[src/rtl/npc_pkg.sv]
package npc_pkg;

    typedef enum logic [1:0] {
        XFER_NONE     = 2'b00,
        XFER_BRANCH   = 2'b01,
        XFER_JUMP     = 2'b10,
        XFER_INDIRECT = 2'b11
    } xfer_kind_e;

endpackage

[src/rtl/npc_target_fix.sv]
module npc_target_fix
    import npc_pkg::*;
#(
    parameter int XLEN = 32
) (
    input  xfer_kind_e        kind_i,
    input  logic [XLEN-1:0]   target_i,
    output logic [XLEN-1:0]   eff_target_o,
    output logic              low_bad_o
);

    // Indirect jumps drop target bit 0; every kind then requires bits [1:0] clear.
    always_comb begin
        eff_target_o = target_i;
        if (kind_i == XFER_INDIRECT) begin
            eff_target_o[0] = 1'b0;
        end
        low_bad_o = |eff_target_o[1:0];
    end

endmodule

[src/rtl/npc_select.sv]
module npc_select
    import npc_pkg::*;
#(
    parameter int XLEN = 32
) (
    input  xfer_kind_e        kind_i,
    input  logic              cond_i,
    input  logic [XLEN-1:0]   pc_i,
    input  logic [XLEN-1:0]   eff_target_i,
    input  logic              low_bad_i,
    output logic              taken_o,
    output logic              fault_o,
    output logic [XLEN-1:0]   next_pc_o
);

    localparam logic [XLEN-1:0] INSN_BYTES = XLEN'(4);

    always_comb begin
        unique case (kind_i)
            XFER_NONE:     taken_o = 1'b0;
            XFER_BRANCH:   taken_o = cond_i;
            XFER_JUMP:     taken_o = 1'b1;
            XFER_INDIRECT: taken_o = 1'b1;
            default:       taken_o = 1'b0;
        endcase

        fault_o = taken_o && low_bad_i;

        if (fault_o) begin
            next_pc_o = pc_i;
        end else if (taken_o) begin
            next_pc_o = eff_target_i;
        end else begin
            next_pc_o = pc_i + INSN_BYTES;
        end
    end

endmodule

[src/rtl/npc_align_unit.sv]
module npc_align_unit
    import npc_pkg::*;
#(
    parameter int              XLEN      = 32,
    parameter logic [XLEN-1:0] RESET_VEC = XLEN'(32'h0000_1000)
) (
    input  logic              clk,
    input  logic              rst,
    input  logic [1:0]        kind_i,
    input  logic              cond_i,
    input  logic [XLEN-1:0]   target_i,
    output logic [XLEN-1:0]   pc_o,
    output logic [XLEN-1:0]   next_pc_o,
    output logic              taken_o,
    output logic              misalign_o,
    output logic [XLEN-1:0]   epc_o,
    output logic [XLEN-1:0]   tval_o
);

    typedef struct packed {
        logic [XLEN-1:0] pc;
    } state_t;

    state_t          state_d;
    state_t          state_q;
    xfer_kind_e      kind;
    logic [XLEN-1:0] eff_target;
    logic            low_bad;
    logic            taken;
    logic            fault;
    logic [XLEN-1:0] sel_pc;

    assign kind = xfer_kind_e'(kind_i);

    npc_target_fix #(.XLEN(XLEN)) u_fix (
        .kind_i       (kind),
        .target_i     (target_i),
        .eff_target_o (eff_target),
        .low_bad_o    (low_bad)
    );

    npc_select #(.XLEN(XLEN)) u_sel (
        .kind_i       (kind),
        .cond_i       (cond_i),
        .pc_i         (state_q.pc),
        .eff_target_i (eff_target),
        .low_bad_i    (low_bad),
        .taken_o      (taken),
        .fault_o      (fault),
        .next_pc_o    (sel_pc)
    );

    always_comb begin
        state_d    = state_q;
        state_d.pc = sel_pc;
    end

    always_ff @(posedge clk) begin
        if (rst) begin
            state_q.pc <= RESET_VEC;
        end else begin
            state_q <= state_d;
        end
    end

    assign pc_o       = state_q.pc;
    assign next_pc_o  = sel_pc;
    assign taken_o    = taken;
    assign misalign_o = fault;
    assign epc_o      = fault ? state_q.pc : '0;
    assign tval_o     = fault ? eff_target : '0;

endmodule

[config.mk]
export PLATFORM = sky130hd
export DESIGN_NAME = npc_align_unit
export DESIGN_NICKNAME = d
export VERILOG_FILES = /design/src/rtl/npc_pkg.sv /design/src/rtl/npc_target_fix.sv /design/src/rtl/npc_select.sv /design/src/rtl/npc_align_unit.sv
export SDC_FILE = /design/constraint.sdc
export NUM_CORES = 1
export LEC_CHECK = 0
export BUFFER_PORTS_ARGS = -buffer_cell sky130_fd_sc_hd__clkbuf_2
export CORE_MARGIN = 2
export CORE_UTILIZATION = 45
export CTS_BUF_LIST = sky130_fd_sc_hd__clkbuf_8
export DETAILED_ROUTE_END_ITERATION = 8
export GPL_ROUTABILITY_DRIVEN = 0
export PLACE_DENSITY_LB_ADDON = 0.08
export SETUP_SLACK_MARGIN = 0.02
export SLEW_MARGIN = 20
export SYNTH_ARGS = -nofsm -noshare
export SYNTH_HDL_FRONTEND = slang
export SYNTH_HIERARCHICAL = 1
export SYNTH_SLANG_ARGS = --single-unit
[constraint.sdc]
create_clock -name clk -period 2.2 [get_ports clk]
set_input_delay 0.33 -clock clk [delete_from_list [all_inputs] [get_ports clk]]
set_output_delay 0.33 -clock clk [all_outputs]
set_load 0.005 [all_outputs]
==> Word-level counts from Yosys, hierarchy flattened <==
Index checks and enable logic that the tools add are counted.
{ "word_totals": {"output_inout_bits": 130, "elab_cells": 15, "register_bits": 32, "inputBits": 37} }
{ "op_classes": {"n_reduce_logical": 4, "muxes": 6, "addsub": 1, "eq_ne": 3} }
{ "op_table": {"columns": ["operator", "count"], "rows": [
  ["2-to-1 mux 32 bit", 4],
  ["adder 32 x 3 -> 32 bit (second input constant)", 1],
  ["== test 2 bit (second input constant)", 2],
  ["OR reduction 2 bit", 2],
  ["case mux 1 bit (3 select lines)", 1],
  ["== test 2 x 1 -> 1 bit (second input constant)", 1],
  ["logical NOT 2 bit", 1],
  ["logical AND 1 bit", 1],
  ["2-to-1 mux 1 bit", 1]
]} }

==> Longest topological paths before layout <==
Gate-level depths: netlist (run 1).
{ "depth": {"depth_word": 5, "depth_mapped": 8, "mapped_depth_nobuf": 8} }

==> By module <==
The synthesis (run 1) kept the hierarchy.
{ "modules_own_cells": {"columns": ["mod", "instances", "cells_each", "area_each_um2", "seq_area_each_um2"], "rows": [
  ["npc_align_unit", 1, 137, 1367.6, 640.6],
  ["npc_select", 1, 189, 1158.6, 0.0],
  ["npc_target_fix", 1, 33, 250.2, 0.0]
]} }

==> Worst setup path after synthesis (run 1) <==
OpenSTA, ideal clock, no wires.
{ "synth_timing": {"path_type": "register -> output", "startpoint": "reg state_q, in the netlist pc_o[2]", "endpoint": "out next_pc_o[26]", "stages_incl_launch_ff": 8, "arrival_time_ns": 1.761, "required_ns": 1.870, "setup_slack_ns": 0.109, "n_path_buf": 1, "cell_sequence": "dfxtp_1 > ha_1 > and3_1 > nand3_1 > buf_4 > o31ai_1 > a21oi_1 > a311oi_1"} }
{ "synth_between": {"elab_chain_len": 3} }
{ "synth_lines": {"columns": ["element", "line_no", "text"], "rows": [
  ["start: declaration", "npc_align_unit.sv:25", "state_t state_q;"],
  ["start signal: assignment", "npc_align_unit.sv:62", "state_q <= state_d;"],
  ["adder 32 x 3 -> 32 bit", "npc_select.sv:34", "next_pc_o = pc_i + INSN_BYTES;"],
  ["2-to-1 mux 32 bit", "npc_select.sv:31", "end else if (taken_o) begin"],
  ["2-to-1 mux 32 bit", "npc_select.sv:29", "if (fault_o) begin"],
  ["end: declaration", "npc_align_unit.sv:13", "output logic [XLEN-1:0] next_pc_o,"]
]} }
Every way passes these cells.

==> Worst setup path after layout (run 1) <==
{ "layout_timing": {"startpoint": "reg state_q, in the netlist pc_o[3]", "endpoint": "out next_pc_o[30]"} }
The elaborated chain is that of the path after synthesis.

==> summary.md, run 1 <==
| Metric | Value |
|---|---|
| Status | finished with violations |
| Failing checks | negative setup slack |
| Antenna Nets Post-Route | 0 |
| Crit-path slowest cell | dfxtp_4 |
| Post-CTS Hold Fix Bufs | 0 |
| Vias in the first global route | 2905 |
| Share of layout cells above drive strength 1 | 0.650 |
| Hold Crit Class | in2reg |
| Area of the multi-input gates | 1980 um2 |
| Maximum vdd drop | 0.302 mV |
| Die area | 6810 um2 |
| Drt initial violations | 129 |
| Slew HR | 0.777 |
| Final setup skew | 4.13 ps |
| CTS sink count | 32 |
| Pre-CTS setup slack | 69.9 ps |
| Buffers & Inverters on Critical Path | 3 |
| RSZ-0062 raised after global routing | yes |
| Die width | 82.6 um |
| Final hold vios | 0 |
| Final core utilization | 0.692 |
| Starting density of the core | 0.466 |
| Crit path cell chain | ha_4 -> and3_4 -> nand3_4 -> buf_12 -> nor3_4 -> buf_4 -> a31oi_1 -> a21boi_2 -> clkbuf_2 |
| Max reg flops | 32 |
| Critical R2R Launch | pc_o[3] |
| Gate Count Post-Synth | 359 |
| Clock transition at path regs | 70 ps |
| PortBufs | 166 |
| IO Pins | 167 |
| Hold path depth | 2 |
| R2R depth | 9 |
| Routed vias | 3254 |
| Initial antenna violation count | 0 |
| Die Ht | 82.6 um |
| Cell Pwr Density | 451 nW/um2 |
| Largest net degree at the start of global routing | 34 |
| LEAKAGE | 2.09 nW |
| CTS Buf Count | 5 |
| R2R Setup Slk | 330 ps |
| Most common cell in the netlist | and2_2 |
| Number of max-cap violations | 0 |
| Number of detailed-route iterations in the first pass | 5 |
| Post-synth top cells | and2_2 (64), nor2b_1 (35), buf_4 (32), dfxtp_1 (32), nor2_1 (29) |
| Worst-path fanout max | 7 |
| Critical setup path kind | reg2out |
| Peak Freq | 0.427 GHz |
| Final total power | 1.86 mW |
| Routed WL | 9110 um |
| Flops & latches, synth | 32 |
| Syn nets | 397 |
| Post-route setup slack | -144 ps |
| Grt ovf | 0 |
| Clk_lat worst skew | 280 ps |
| Critical path's largest stage delay | 370 ps |
| Vias per cell | 5.34 |
| Delay-heaviest family, CP | simple AND/OR/NAND/NOR gates |
| Worst slew pin tran | 332 ps |
| Clock root buffer | clkbuf_8 |
| Largest cells by area after synthesis | dfxtp_1 (23%), and2_2 (17%), buf_4 (8.7%) |
| Period utilization | 1.07 |
| # rows | 28 |
| Count of cell types in the netlist | 51 |
| Nets@finish | 571 |
| Area delta synth->final | 48.4% |
| Syn avg cell area | 7.73 um2 |
| # setup viols final | 18 |
| Startpoint types | flop |
| Post-route minimum period | 2340 ps |
| Ant diodes | 0 |
| CP Depth | 9 |
| Register Area | 657 um2 |
| Average wire per standard cell | 15.0 um |
| Fill cell count | 548 |
| Cell Area, Synth | 2780 um2 |
| WHS Endpoint | pc_o[23] |
| Post-synth top area cell | dfxtp_1 |
| Post-synth top area share | 0.231 |
| CP startpoint | pc_o[3] |
| Number of synthesized flops with an enable pin | 0 |
| Max Transition Viols Final | 0 |
| RR Endpoint | pc_o[30] |
| Critical Path End Type | output port |
| CTS tree | done |
| Setup TNS Final | -1000 ps |
| Gr usage total | 0.254 |
| Req. time, crit path | 1870 ps |
| Post-synthesis sequential area ratio | 0.231 |
| Core area | 5960 um2 |
| Worst hold start | rst |
| DRC errors left | 0 |
| H-tree Lvls | 2 |
| Yosys warns | 6 |
| Main synth FF type | dfxtp_1 |
| FFs w/ async S/R, synth | 0 |
| First-pass GRT wire length | 13400 um |
| Max Buffers Root-to-Sink | 2 |
| Hpwl dp | 6470 um |
| Critical path arrival | 2010 ps |
[routing by layer]
metal,wire length (um),GRT usage
met3,809,0.0478
met4,57,0.0656
met1,3890,0.324
met5,0,0
met2,4350,0.440
[final cells by class]
type	instances	area share
multi-input cells	270	0.480
repair buffers	219	0.312
flip-flops and latches	32	0.159
well taps	75	0.0228
clock buffers	6	0.0200
inverters	5	0.00455
clock inverters	2	0.00182
[cells in the final DEF (no fill, tap or decap), drive strengths merged, types with 2 or more instances in the layout]
cell,instances
and3,10
mux2i,2
a31oi,4
and4,2
a41o,2
o221a,2
o21ai,7
o32ai,3
nand2,24
nor4,4
xor2,3
nor2b,35
nor3,6
o31ai,3
a21boi,2
dfxtp,32
or2,3
clkbuf,160
o22ai,4
a211oi,9
nor2,29
buf,65
nand3,7
nand4,11
a221o,2
inv,7
a311oi,4
a21oi,15
and2,66
a221oi,2
[logic make-up after synthesis]
| group | Yosys count | share of synthesized area |
|---|---|---|
| XOR/XNOR | 4 | 0.0126 |
| AO/OA/AOI/OAI | 62 | 0.159 |
| AND/OR/NAND/NOR | 201 | 0.458 |
| flip-flops | 32 | 0.231 |
| multiplexers | 2 | 0.00721 |
| adder cells (fa/ha/maj) | 1 | 0.00451 |
| buffers and inverters | 57 | 0.128 |
[how the worst max path moves through the flow]
stage	to
detailed placement	next_pc_o[16]
global placement	next_pc_o[16]
global route	next_pc_o[30]
floorplan	next_pc_o[26]
CTS	next_pc_o[18]
finish	next_pc_o[30]
[what timing repair did]
item                                    in CTS  in global routing
endpoints found under the setup margin      18                 25
pin swaps                                   25                 15
setup buffers                                8                  6
resized for setup                           44                 31
[through the flow]
stage	cells	area, um2	hold slack (ps)
2_1_floorplan	359	2780	402
3_3_place_gp	588	3710	584
3_5_place_dp	588	3710	601
4_1_cts	604	4010	423
5_1_grt	609	4120	436
6_report	609	4120	431
[power breakdown]
| part | switching, mW | internal (mW) | total (mW) |
|---|---|---|---|
| combinational | 0.345 | 0.367 | 0.712 |
| clock | 0.225 | 0.246 | 0.471 |
| sequential | 0.0487 | 0.627 | 0.676 |
| total | 0.619 | 1.24 | 1.86 |
No activity file was read; power rests on OpenSTA's default activity.
==> run 2: changes to the inputs <==
Settings changed: CORE_UTILIZATION 45 to 44, SYNTH_HIERARCHICAL 1 to not set.
==> summary.md, run 2 <==
| Metric | Value |
|---|---|
| Grt ovf | 0 (unchanged) |
| CTS tree | done |
| Die Ht | 80.0 um (-3.1%) |
| Most common cell after layout, fill and taps aside | clkbuf_2 |
| Post-route setup slack | -167 ps (-22.8 ps) |
| Cell Pwr Density | 404 nW/um2 (-10%) |
| Hold path depth | 3 (+1) |
| Period utilization | 1.08 (+0.0104) |
| RR Endpoint | pc_o[22] |
| Worst-path fanout max | 2 (-5) |
| Syn nets | 402 (+1.3%) |
| CTS Buf Count | 5 (unchanged) |
| Number of synthesized flops with an enable pin | 0 (unchanged) |
| Req. time, crit path | 1870 ps (about the same) |
| Area delta synth->final | 73.1% |
| Flops & latches, synth | 32 (unchanged) |
| Pre-CTS setup slack | 50.5 ps (-19.4 ps) |
| Routed WL | 11200 um (+22%) |
| First-pass GRT wire length | 15300 um (+14%) |
| Gr usage total | 0.301 (+0.0463) |
| DRC errors left | 0 (unchanged) |
| Critical path arrival | 2040 ps (+30 ps) |
| Starting density of the core | 0.459 (-0.00750) |
| Critical setup path kind | reg2out |
| Critical Path End Type | output port |
| Post-route minimum period | 2370 ps (+22.8 ps) |
| Clk_lat worst skew | 290 ps (about the same) |
| Post-CTS Hold Fix Bufs | 0 (unchanged) |
| Routed vias | 3813 (+17%) |
| Fill cell count | 388 (-29%) |
| Number of max-cap violations | 0 (unchanged) |
| Failing checks | negative setup slack |
| Maximum vdd drop | 0.251 mV (-17%) |
| Worst hold slack | 357 ps (-73.2 ps) |
| Final hold vios | 0 (unchanged) |
| Ant diodes | 0 (unchanged) |
| LEAKAGE | 2.24 nW (+7.4%) |
| IO Pins | 167 (unchanged) |
| PortBufs | 166 (unchanged) |
| Share of layout cells above drive strength 1 | 0.542 (-0.108) |
| Worst slew pin tran | 595 ps (+263 ps) |
| Count of cell types in the netlist | 53 (+3.9%) |
| Yosys warns | 0 (-6) |
| # rows | 27 (-3.6%) |
| Hpwl dp | 7570 um (+17%) |
| Antenna Nets Post-Route | 0 (unchanged) |
| Worst hold start | target_i[28] |
| H-tree Lvls | 2 (unchanged) |
| Final total power | 1.78 mW (-4.3%) |
| Hold Crit Class | in2reg |
| Main synth FF type | dfxtp_1 |
| Most frequent cells in the layout | clkbuf_2 (161), and2_1 (68), buf_4 (56), nor2_1 (37), nand2_1 (19) |
| RSZ-0062 raised after global routing | yes |
| Slew HR | 0.603 (-0.174) |
| WHS Endpoint | pc_o[28] |
| Vias in the first global route | 3193 (+9.9%) |
| R2R depth | 5 (-4) |
| Clock root buffer | clkbuf_8 |
| Post-synthesis sequential area ratio | 0.252 (+0.0214) |
| Average wire per standard cell | 17.0 um (+13%) |
| Largest net degree at the start of global routing | 41 (+21%) |
| FFs w/ async S/R, synth | 0 (unchanged) |
| # setup viols final | 14 (-4) |
| Most common cell in the netlist | and2_1 |
| Initial antenna violation count | 0 (unchanged) |
| Clock transition at path regs | 70 ps (about the same) |
| Largest cells by area after synthesis | dfxtp_1 (25%), and2_1 (17%), nor2_1 (6.5%) |
| Final core utilization | 0.794 (+0.102) |
| Post-synth top area share | 0.252 (+0.0214) |
| Post-synth top cells | and2_1 (70), nor2_1 (44), dfxtp_1 (32) |
| Status | finished with violations |
| Final setup skew | 9.90 ps (+5.76 ps) |
| Core area | 5540 um2 (-7.0%) |
| CTS sink count | 32 (unchanged) |
| Syn avg cell area | 6.98 um2 (-9.7%) |
| Startpoint types | flop |
| R2R Setup Slk | 380 ps (+50 ps) |
| Critical R2R Launch | pc_o[19] |
| Drt initial violations | 294 (+130%) |
| Number of detailed-route iterations in the first pass | 5 (unchanged) |
| Die area | 6400 um2 (-6.1%) |
| Die width | 80.0 um (-3.1%) |
| Vias per cell | 5.80 (+8.6%) |
| Max Transition Viols Final | 0 (unchanged) |
| Cell Area, Synth | 2540 um2 (-8.5%) |
| Max reg flops | 32 (unchanged) |
| Nets@finish | 625 (+9.5%) |
| Post-synth top area cell | dfxtp_1 |
| Peak Freq | 0.423 GHz (-0.96%) |
| Gate Count Post-Synth | 364 (+1.4%) |
| Max Buffers Root-to-Sink | 2 (unchanged) |
## run 2: cell type report
class	instances	area, um2	share of cell area
sequential	32	676	0.154
tap	72	90.1	0.0205
multi-input combinational	297	2080	0.472
timing repair buffer	237	1440	0.326
inverter	14	52.6	0.0119
clock buffer	5	68.8	0.0156
## run 2: what timing repair did
item / CTS / global route
gates resized for setup: 52 / 54
pin swaps: 11 / 18
setup buffers: 7 / 12
endpoints found under the hold margin: 0 / 0
setup endpoints to repair: 21 / 24
gates cloned: 0 / 1
## run 2: through the flow
step	TNS, ps	cell area [um2]	instances
2_1_floorplan	0	2540	364
3_3_place_gp	0	3780	632
3_5_place_dp	0	3780	632
4_1_cts	-613	4080	644
5_1_grt	-2070	4400	657
6_report	-1200	4400	657
## run 2: worst max-delay path, cell delays in order, from the launching register on
cell and delay (ps):
dfxtp_2 330, nand4_1 180, or3_4 390, or4b_4 500
mux2i_1 200, clkbuf_2 150
## run 2: report_power, final
part	internal, mW	total [mW]	switching [mW]
Combinational	0.331	0.689	0.358
Sequential	0.623	0.667	0.0444
Clock	0.204	0.422	0.218
Total	1.16	1.78	0.620
## run 2: logic make-up (layout without fill, tap and decap cells)
| group | after synthesis | after routing | synth area share |
|---|---|---|---|
| AND/OR/NAND/NOR | 221 | 221 | 0.485 |
| AO/OA/AOI/OAI | 67 | 67 | 0.173 |
| buffers and inverters | 35 | 256 | 0.0527 |
| flip-flops | 32 | 32 | 0.252 |
| multiplexers | 7 | 7 | 0.0281 |
| adder cells (fa/ha/maj) | 1 | 1 | 0.00492 |
| XOR/XNOR | 1 | 1 | 0.00345 |
## run 2: worst max path at each step
stage	end	depth (start not counted)	slack [ps]	startpoint
2_1_floorplan	next_pc_o[11]	6	160	cond_i
3_3_place_gp	next_pc_o[20]	7	50	pc_o[2]
3_5_place_dp	next_pc_o[20]	7	50	pc_o[3]
4_1_cts	next_pc_o[22]	5	-110	pc_o[15]
5_1_grt	next_pc_o[29]	7	-210	pc_o[19]
6_report	next_pc_o[22]	5	-170	pc_o[19]
## run 2: metal layers
metal | GRT usage | wire [um]
met5 | 0 | 0
met4 | 0.122 | 396
met3 | 0.0407 | 941
met2 | 0.509 | 5340
met1 | 0.382 | 4470
